### src/rtl/cascade_irq_ack.sv
module cascade_irq_ack #(
  parameter int CASCADE_PIN = 2
) (
  input  logic        clk,
  input  logic        rst_n,
  input  logic [15:0] irq_i,
  input  logic [15:0] mask_i,
  input  logic        nest_i,
  input  logic [7:0]  pri_base_i,
  input  logic [7:0]  sec_base_i,
  input  logic        ack_i,
  input  logic        eoi_pri_i,
  input  logic        eoi_sec_i,
  output logic        int_o,
  output logic        vld_o,
  output logic [7:0]  vec_o,
  output logic [3:0]  line_o
);
  localparam logic [2:0] CAS  = 3'(CASCADE_PIN);
  localparam logic [2:0] SPUR = 3'd7;

  logic [15:0] last_q;
  logic [7:0]  pirr, pisr, sirr, sisr;
  logic        vld_q;
  logic [7:0]  vec_q;
  logic [3:0]  line_q;

  function automatic logic [3:0] first8(input logic [7:0] v);
    logic [3:0] r;
    r = 4'd8;
    for (int i = 7; i >= 0; i--)
      if (v[i]) r = 4'(i);
    return r;
  endfunction

  logic [15:0] edge_w;
  logic [3:0]  s_idx, s_cur, p_idx, p_cur;
  logic        s_win, p_win, ack_cas, sec_take;
  logic [7:0]  p_set, p_clr, s_clr, p_eoi, s_eoi;

  assign edge_w   = irq_i & ~last_q;
  assign s_idx    = first8(sirr & ~mask_i[15:8]);
  assign s_cur    = first8(sisr);
  assign s_win    = s_idx < s_cur;
  assign p_idx    = first8(pirr & ~mask_i[7:0]);
  assign p_cur    = first8(pisr & ~(nest_i ? (8'b1 << CAS) : 8'b0));
  assign p_win    = p_idx < p_cur;
  assign ack_cas  = ack_i & p_win & (p_idx[2:0] == CAS);
  assign sec_take = ack_cas & s_win;

  always_comb begin
    p_set = edge_w[7:0];
    p_set[CAS] = s_win & ~ack_cas;
  end

  assign p_clr = (ack_i & p_win) ? (8'b1 << p_idx[2:0]) : 8'b0;
  assign s_clr = sec_take ? (8'b1 << s_idx[2:0]) : 8'b0;
  assign p_eoi = eoi_pri_i ? (pisr & (~pisr + 8'd1)) : 8'b0;
  assign s_eoi = eoi_sec_i ? (sisr & (~sisr + 8'd1)) : 8'b0;

  always_ff @(posedge clk) begin
    if (!rst_n) begin
      last_q <= '0;
      pirr   <= '0;
      pisr   <= '0;
      sirr   <= '0;
      sisr   <= '0;
      vld_q  <= 1'b0;
      vec_q  <= '0;
      line_q <= '0;
    end else begin
      last_q <= irq_i;
      pirr   <= (pirr & ~p_clr) | p_set;
      pisr   <= (pisr & ~p_eoi) | p_clr;
      sirr   <= (sirr & ~s_clr) | edge_w[15:8];
      sisr   <= (sisr & ~s_eoi) | s_clr;
      vld_q  <= ack_i;
      if (ack_i) begin
        if (!p_win) begin
          vec_q  <= {pri_base_i[7:3], SPUR};
          line_q <= {1'b0, SPUR};
        end else if (p_idx[2:0] != CAS) begin
          vec_q  <= {pri_base_i[7:3], p_idx[2:0]};
          line_q <= {1'b0, p_idx[2:0]};
        end else if (s_win) begin
          vec_q  <= {sec_base_i[7:3], s_idx[2:0]};
          line_q <= {1'b1, s_idx[2:0]};
        end else begin
          vec_q  <= {sec_base_i[7:3], SPUR};
          line_q <= {1'b1, SPUR};
        end
      end
    end
  end

  assign int_o  = p_win;
  assign vld_o  = vld_q;
  assign vec_o  = vec_q;
  assign line_o = line_q;

  a_r12_vld_after_ack: assert property (@(posedge clk) disable iff (!rst_n)
    ack_i |=> vld_o);
  a_r12_no_vld_without_ack: assert property (@(posedge clk) disable iff (!rst_n)
    !ack_i |=> !vld_o);
  a_r3_vec_matches_line: assert property (@(posedge clk) disable iff (!rst_n)
    vld_o |-> (vec_o[2:0] == line_o[2:0]));
  a_r6_spurious_primary: assert property (@(posedge clk) disable iff (!rst_n)
    (ack_i && !int_o) |=> (line_o == 4'd7 && vec_o == {$past(pri_base_i[7:3]), 3'd7}));
  a_r5_secondary_base: assert property (@(posedge clk) disable iff (!rst_n)
    (ack_i && $past(rst_n)) |=> (!line_o[3] || vec_o[7:3] == $past(sec_base_i[7:3])));
  a_r10_eoi_retires_one: assert property (@(posedge clk) disable iff (!rst_n)
    (eoi_pri_i && !ack_i && pisr != 8'd0) |=> ($countones(pisr) == $countones($past(pisr)) - 1));
endmodule

### config.mk
export PLATFORM = sky130hd
export DESIGN_NAME = cascade_irq_ack
export DESIGN_NICKNAME = d
export VERILOG_FILES = /design/src/rtl/cascade_irq_ack.sv
export SDC_FILE = /design/constraint.sdc
export NUM_CORES = 1
export LEC_CHECK = 0
export CAP_MARGIN = 0
export CORE_ASPECT_RATIO = 0.75
export CORE_MARGIN = 4
export CORE_UTILIZATION = 45
export DETAILED_ROUTE_END_ITERATION = 10
export PLACE_DENSITY = 0.76
export SETUP_SLACK_MARGIN = 0.1
export SYNTH_ARGS = -nofsm -noshare
export SYNTH_HDL_FRONTEND = slang
export SYNTH_SLANG_ARGS = --single-unit
### constraint.sdc
create_clock -name clk -period 2.8 [get_ports clk]
set_input_delay 0.56 -clock clk [delete_from_list [all_inputs] [get_ports clk]]
set_output_delay 0.56 -clock clk [all_outputs]
set_load 0.05 [all_outputs]
==> flow_summary.toml, run 1 <==
[global_route]
grt_pass1_wl_um = 14500
groute.usage.overall_pct = 23.3
antenna_found_initial = 0
grt_pass1_vias = 3069
grt_max_degree = 47
grt_overflow = 0

[placement]
dpl_worst_slack_ns = -0.545
io_buffers = 60
hpwl_um = 6170
gp_congestion = 0.920

[setup_path]
rr_worst_depth = 8
max_stage_delay_ns = 0.34
path_max_fanout = 3
cpMaxStageDelayCell = "dfxtp_1"
worstSetupStartpointType = "flip-flop"
cp.required_ns = 2.24
end_kind = "primary output"
worstSetupPathType = "flip-flop to primary output"
cp_cell_sequence = "nor2_4, nor3_1, o31ai_2, ha_4, o21a_1, o21ai_2, nand2b_1, o21ai_4, buf_12"
arrival_ns = 2.30

[routing]
vias = 3170
ant_nets = 0
top_layer_used = "met4"
wl_um = 9330
drt-wirelength-per-cell_um = 16.7
route.met2.wl_um = 4440
viasPerCell = 5.66
drc = 0
wl_met1_um = 4100
first_pass_iters = 4
wl_met3_um = 657
initialDrtViolationCount = 183

[clocking]
clk_latency_ns = 0.34
cts.clk_slew.worst_paths_ns = 0.07
clockBufferDepth = 2
cts_tree = "built"
hold_buffers = 0
cts.sinks = 57
htreeDepth = 3
cts_buffers = 9
cts-root-buf = "clkbuf_8"

[synth]
synth_compound_area_share_pct = 25.9
syn_inst = 355
synth-adder-area-share_pct = 2.57
yosys.area_share.simple_pct = 25.6
synth_xor_area_share_pct = 0
synthMuxAreaShare_pct = 1.72
yosys_warnings = 0
ys.flop_type = "dfxtp_1"
ys_async_sr_fraction_pct = 0
synth_nets = 415
synth_area_per_cell_um2 = 8.22
synth_top_family_by_area = "compound AO/OA/AOI/OAI gates"
syn_area_um2 = 2920
synth.distinct_cells = 55
synth_edf_count = 0
ys_seq_elements = 57
synth-seq-area-share_pct = 39.1

[timing]
rsz0062_at_grt = "true"
skew_ns = 0.00922
worstMarginPinSlew_ns = 0.517
max_freq_ghz = 0.350
finalSetupViolCount = 1
whs_ns = 0.414
fin_crit_sh_pct = 102
hold_violations = 0
setup_slack_ns = -0.0555
drv_slew = 0
fin_crit_ns = 2.86
slew_headroom_pct = 65.4

[final_layout]
diodes = 0
fillers = 441
layout.nets = 534
drive_gt1_share_pct = 34.2
area_growth_syn_to_layout_pct = 58.0
final_util_pct = 73.3

[job]
maxCapViolCount = 0

[status]
violations = "negative setup slack"
status = "finished with violations"

[power]
power.density_nw_per_um2 = 633
ir_drop_mv = 0.350
p_leak_nw = 1.97

[floorplan]
row_count = 25
start_util_pct = 46.4
die_h_um = 77.7
dieArea_um2 = 7850
fp.dieW_um = 101
ios = 68
coreArea_um2 = 6290

[worst_hold_path]
hold_path_depth = 1
hp-class = "flip-flop to flip-flop"
-- stage by stage --
step / area, um2 / total power [mW] / setup TNS, ns / instances
5_1_grt: 4610 / 3.04 / -0.203 / 560
2_1_floorplan: 3030 / 1.48 / -0.147 / 355
4_1_cts: 4460 / 2.81 / -0.0679 / 553
3_3_place_gp: 4030 / 1.84 / -13.38 / 528
3_5_place_dp: 4030 / 1.86 / -14.49 / 528
6_report: 4610 / 2.92 / -0.0555 / 560
-- metal layers --
| layer | vias to the layer above | GRT usage, % |
|---|---|---|
| li1 | 1522 | - |
| met1 | 1495 | 30.7 |
| met2 | 136 | 37.8 |
| met3 | 17 | 5.48 |
| met4 | 0 | 7.04 |
| met5 | - | 0 |
-- cells in the mapped netlist (all sizes together), types with 2 or more instances --
cell,n,area (um2)
o41ai,4,35.0
and2,8,50.1
inv,22,82.6
nor3,4,25.0
or2,3,18.8
ha,6,75.1
nand3,9,45.0
nand3b,2,15.0
nand2b,25,159
nor2,25,93.8
o31ai,6,45.0
dfxtp,57,1140
clkbuf,9,33.8
a31oi,3,18.8
nor2b,12,82.6
nor4,12,75.1
a21o,2,15.0
o21a,3,22.5
o311ai,2,17.5
mux2i,5,50.1
or3,4,25.0
o21ai,38,213
nand2,28,105
o211ai,5,37.5
o311a,2,31.3
o2111ai,2,17.5
a221oi,2,23.8
a21oi,32,160
o31a,2,17.5
buf,5,30.0
a211oi,2,15.0
-- state kept, by name, summed over array words and instances (netlist names) --
register  count
sisr          8
sirr          8
pirr          8
vld_o         1
line_o        1
last_q       15
pisr          8
vec_o         8
-- cells by family after synthesis --
| group | after synthesis |
|---|---|
| AND/OR/NAND/NOR | 138 |
| multiplexers | 5 |
| flip-flops | 57 |
| AO/OA/AOI/OAI | 113 |
| adder cells (fa/ha/maj) | 6 |
| buffers and inverters | 36 |
-- cell usage in the layout, fill, tap and decap left out, types with 9 or more instances in the layout --
cell / n
a21oi_1: 32
inv_1: 19
dfxtp_1: 49
clkbuf_2: 9
nor2_1: 21
nand2_1: 27
nand2b_1: 9
clkdlybuf4s50_1: 42
buf_4: 59
nor4_1: 9
nand2b_4: 16
clkbuf_8: 10
o21ai_0: 29
-- layout make-up --
cell class                 instances  area [um2]  share of cell area [%]
multi-input combinational        262        2020                    43.8
sequential                        57        1150                    25.0
timing repair buffer             122        1020                    22.1
clock buffer                      10         138                    2.99
tap                               81         101                    2.20
clock inverter                     6        91.3                    1.98
inverter                          22        87.6                    1.90
-- power by group --
group | leakage [nW] | internal (mW) | switching [mW]
combinational | 1.39 | 0.539 | 0.577
sequential | 0.475 | 0.871 | 0.0592
clock | 0.105 | 0.526 | 0.346
total | 1.97 | 1.94 | 0.982
-- repair_timing --
action                                  CTS  global route
resized for setup                        61            48
pin swaps                                20            26
setup buffers                             9             7
hold endpoints to repair                  0             0
endpoints found under the setup margin   38            18
-- worst max-delay path: cells and delay by family (launching register included) --
family	cells	cell delay (ns)
compound gates	4	0.82
fa+ha+maj	1	0.25
buf+inv	1	0.16
flops	1	0.34
simple gates	3	0.38
-- worst paths after layout --
kind,start,end,slack [ns]
setup / recovery,pisr[7],int_o,-0.06
hold / removal,last_q[3],pirr[3],0.41
setup reg to reg,sisr[4],sisr[2],0.13
hold reg to reg,last_q[3],pirr[3],0.41
Note: power is estimated with default switching activity, not from simulation.
==> run 2: changes to the inputs <==
--- a/config.mk
+++ b/config.mk
@@ -10,7 +10,9 @@
 export CORE_MARGIN = 4
 export CORE_UTILIZATION = 45
 export DETAILED_ROUTE_END_ITERATION = 10
+export GPL_TIMING_DRIVEN = 0
 export PLACE_DENSITY = 0.76
+export REMOVE_ABC_BUFFERS = 1
 export SETUP_SLACK_MARGIN = 0.1
 export SYNTH_ARGS = -nofsm -noshare
 export SYNTH_HDL_FRONTEND = slang
==> flow_summary.toml, run 2 (same netlist as run 1, synthesis figures left out) <==
[clocking]
cts_tree = "built"
cts-root-buf = "clkbuf_8"
cts_buffers = 9
hold_buffers = 0
cts.sinks = 57
clk_latency_ns = 0.35
clockBufferDepth = 2
cts.clk_slew.worst_paths_ns = 0.07
htreeDepth = 3

[setup_path]
cpMaxStageDelayCell = "dfxtp_1"
arrival_ns = 2.37
cp.required_ns = 2.24
crit_top_cell = "o21ai_2"
cp_cell_sequence = "nor4_4, nand3_2, ha_4, a2111oi_4, o21ai_2, o21ai_2, buf_6"
end_kind = "primary output"
path_max_fanout = 6
worstSetupStartpointType = "flip-flop"
worstSetupPathType = "flip-flop to primary output"
max_stage_delay_ns = 0.39

[power]
p_sw_share_pct = 34.2
pwr-share-clk_pct = 30.8
ir_drop_mv = 0.371
p_leak_nw = 1.80
power.net_switching_uw = 954
power.density_nw_per_um2 = 643
power_frac_comb_pct = 35.9
p_int_mw = 1.84
seq_power_share_pct = 33.3

[floorplan]
fp.dieW_um = 101
dieArea_um2 = 7850
coreArea_um2 = 6290
row_count = 25
die_h_um = 77.7
start_util_pct = 46.4
ios = 68

[final_layout]
drive_gt1_share_pct = 29.6
largest_register_ffs = 15
area_growth_syn_to_layout_pct = 48.6
layout.nets = 502
regMostFlops = "last_q"
final_cell_mix = "53 x dfxtp_1, 41 x clkdlybuf4s50_1, 32 x a21oi_1"
diodes = 0
final_common_cell = "dfxtp_1"
fin_cells = 527

[timing]
whs_ns = 0.427
rsz0062_at_grt = "true"
hold_violations = 0
finalSetupViolCount = 5
worstMarginPinSlew_ns = 0.861
max_freq_ghz = 0.342
skew_ns = 0.0105
fin_crit_ns = 2.93
slew_headroom_pct = 42.0
drv_slew = 0
fin_crit_sh_pct = 104
setup_slack_ns = -0.126

[routing]
initialDrtViolationCount = 279
vias = 3113
wl_um = 9210
drt-wirelength-per-cell_um = 17.5
ant_nets = 0
viasPerCell = 5.91
first_pass_iters = 5
drc = 0

[global_route]
grt_max_degree = 48
grt_overflow = 0
grt_pass1_vias = 2973
groute.usage.overall_pct = 22.9
antenna_found_initial = 0
grt_pass1_wl_um = 14200

[job]
maxCapViolCount = 0

[placement]
hpwl_um = 5440
gp_congestion = 0.823
dpl_worst_slack_ns = -1.52
dp.cells = 482
io_buffers = 60

[status]
violations = "negative setup slack"
status = "finished with violations"

[worst_hold_path]
hp-class = "flip-flop to flip-flop"
run 2: changes by cell type in the layout (fill, tap and decap cells not counted), sizes merged:
cell	change
buf	-25
clkbuf	-9
dlygate4sd2	+2
clkdlybuf4s50	-1
inv	-1
nor2b	+1
run 2: final timing paths:
kind | startpoint | to | slack (ns) | depth (start not counted)
max | pisr[3] | int_o | -0.13 | 7
min | last_q[3] | pirr[3] | 0.43 | 1
max reg2reg | pisr[3] | sisr[2] | -0.06 | 10
min reg2reg | last_q[3] | pirr[3] | 0.43 | 1
run 2: power by group through the flow:
stage	combinational, mW	clock [mW]	sequential [mW]
after floorplan	0.406	0	0.995
after global placement	0.710	0	0.924
after detailed placement	0.727	0	0.927
after CTS	0.923	0.861	0.925
after global routing	1.06	0.913	0.933
final	1.00	0.859	0.928
run 2: layout make-up:
cell class / instances / area [um2]
fill: 482 / 1950
sequential: 57 / 1150
clock buffer: 10 / 138
tap: 81 / 101
clock inverter: 5 / 80.1
timing repair buffer: 89 / 753
multi-input combinational: 263 / 2030
inverter: 22 / 91.3
run 2: layer usage:
metal / GRT usage (%) / up-vias / part of all wire [%]
met2: 37.8 / 172 / 48
met1: 28.6 / 1456 / 41
met5: 0 / - / 0
met4: 6.91 / 0 / 2.0
li1: - / 1459 / -
met3: 7.01 / 26 / 9.1
run 2: worst max-delay path, delay by kind of cell, from the launching register on:
family	cells	cell delay [ns]
compound gates	3	0.69
fa+ha+maj	1	0.27
flops	1	0.39
simple gates	2	0.48
buf+inv	1	0.19
run 2: what timing repair did:
action / in CTS / in global routing
pin swaps: 23 / 1
setup buffers: 26 / 3
gates cloned: 0 / 1
resized for setup: 126 / 9
endpoints found under the setup margin: 42 / 29
run 2: metrics by stage:
step	instance area (um2)	util [%]	TNS (ns)	power, mW
after global routing	4340	69.0	-0.962	2.91
after floorplan	2850	-	-5.87	1.40
final	4340	69.0	-0.300	2.79
after detailed placement	3550	56.5	-36.76	1.65
after global placement	3560	56.6	-35.84	1.63
after CTS	4260	67.7	-0.0543	2.71
==> run 3: changes to the inputs <==
--- a/config.mk
+++ b/config.mk
@@ -7,7 +7,7 @@
 export LEC_CHECK = 0
 export CAP_MARGIN = 0
 export CORE_ASPECT_RATIO = 0.75
-export CORE_MARGIN = 4
+export CORE_MARGIN = 5
 export CORE_UTILIZATION = 45
 export DETAILED_ROUTE_END_ITERATION = 10
 export GPL_TIMING_DRIVEN = 0
==> flow_summary.toml, run 3 (same netlist as run 1, synthesis figures left out) <==
[status]
status = "finished with violations"
violations = "negative setup slack"

[setup_path]
cp_top_family = "compound AO/OA/AOI/OAI gates"
reg2reg_from = "pisr[6]"
arrival_ns = 2.37
cpMaxStageDelayCell = "a2111oi_4"
end_kind = "primary output"
worstSetupStartpointType = "input port"
crit_top_cell = "o21ai_2"
cp_num_buf_inv = 2
worstSetupPathType = "input port to primary output"
cp_cell_sequence = "clkdlybuf4s15_2, nor2b_4, nor4_4, nand3_2, ha_4, a2111oi_4, o21ai_2, o21ai_2, buf_6"
endpoint = "int_o"
cp.required_ns = 2.24
crit_cells = 9
rr_worst_depth = 10
startpoint = "nest_i"
timing.rr.end = "pirr[3]"
path_max_fanout = 2
ff2ff_setup_slack_ns = -0.05
max_stage_delay_ns = 0.35

[timing]
fin_crit_sh_pct = 105
drv_slew = 0
skew_ns = 0.00620
hold_violations = 0
setup_slack_ns = -0.129
rsz0062_at_grt = "true"
worstMarginPinSlew_ns = 0.904
slew_headroom_pct = 39.1
fin_crit_ns = 2.93
max_freq_ghz = 0.341
finalSetupViolCount = 3

[routing]
ant_nets = 0
drt-wirelength-per-cell_um = 16.7
drc = 0
initialDrtViolationCount = 238
first_pass_iters = 5
viasPerCell = 5.75
vias = 3026
wl_um = 8780

[global_route]
groute.usage.overall_pct = 21.6
grt_pass1_wl_um = 13900
grt_max_degree = 48
grt_pass1_vias = 2993
antenna_found_initial = 0
grt_overflow = 0

[final_layout]
area_growth_syn_to_layout_pct = 47.0
largest_register_ffs = 15
fillers = 469
design_area_um2 = 4290
regMostFlops = "last_q"
diodes = 0
final_common_cell = "dfxtp_1"
final_cell_mix = "53 x dfxtp_1, 41 x clkdlybuf4s50_1, 32 x a21oi_1"
drive_gt1_share_pct = 26.1
layout.nets = 502

[floorplan]
die_h_um = 79.7
dieArea_um2 = 8210
ios = 68
coreArea_um2 = 6320
row_count = 25
start_util_pct = 46.2
fp.dieW_um = 103

[power]
ir_drop_mv = 0.369
p_leak_nw = 1.78
power.density_nw_per_um2 = 601
power_mw = 2.58

[placement]
gp_congestion = 0.891
hpwl_um = 5480
placed_area_um2 = 3550
io_buffers = 60

[clocking]
clk_latency_ns = 0.34
cts.clk_slew.worst_paths_ns = 0.06
clockBufferDepth = 2
hold_buffers = 0
cts-root-buf = "clkbuf_8"
cts.sinks = 57
cts_buffers = 9
htreeDepth = 3
cts_tree = "built"

[worst_hold_path]
hp-class = "flip-flop to flip-flop"

[job]
maxCapViolCount = 0
## run 3: area by class of cell
cell class	count	area, um2	area share, %
inverter	22	90.1	2.10
timing repair buffer	90	801	18.7
sequential	57	1150	26.8
clock buffer	14	163	3.79
multi-input combinational	262	1990	46.3
tap	81	101	2.36
## run 3: repair_timing
item / CTS / global route
pin swaps: 26 / 6
endpoints found under the hold margin: 0 / 0
gates resized for setup: 105 / 9
buffers inserted: 29 / 1
endpoints found under the setup margin: 42 / 28
## run 3: where the power goes
| part | switching (mW) | total, mW | internal (mW) |
|---|---|---|---|
| Combinational | 0.549 | 0.989 | 0.440 |
| Clock | 0.301 | 0.662 | 0.360 |
| Sequential | 0.0566 | 0.928 | 0.871 |
## run 3: how the worst min path moves through the flow
stage / start / to / slack [ns] / cells after the start
final: last_q[3] / pirr[3] / 0.44 / 1
after CTS: last_q[3] / pirr[3] / 0.44 / 1
after detailed placement: last_q[3] / pirr[3] / 0.43 / 1
after floorplan: last_q[3] / pirr[3] / 0.40 / 1
after global routing: last_q[3] / pirr[3] / 0.45 / 1
after global placement: last_q[3] / pirr[3] / 0.40 / 1
## run 3: metrics by stage
stage / setup TNS (ns) / setup slack [ns] / hold slack, ns / std cells / utilization (%)
after floorplan: -5.87 / -0.374 / 0.399 / 341 / -
after global placement: -35.58 / -1.50 / 0.404 / 482 / 56.3
after detailed placement: -34.38 / -1.48 / 0.433 / 482 / 56.2
after CTS: -0.0638 / -0.0638 / 0.442 / 525 / 67.1
after global routing: -1.09 / -0.240 / 0.454 / 526 / 67.9
final: -0.237 / -0.129 / 0.435 / 526 / 67.9
## run 3: metal layers
layer	share of wire, %	GRT usage (%)
met1	44	27.3
met2	47	35.0
met3	7.1	4.80
met4	1.6	9.44
met5	0	0
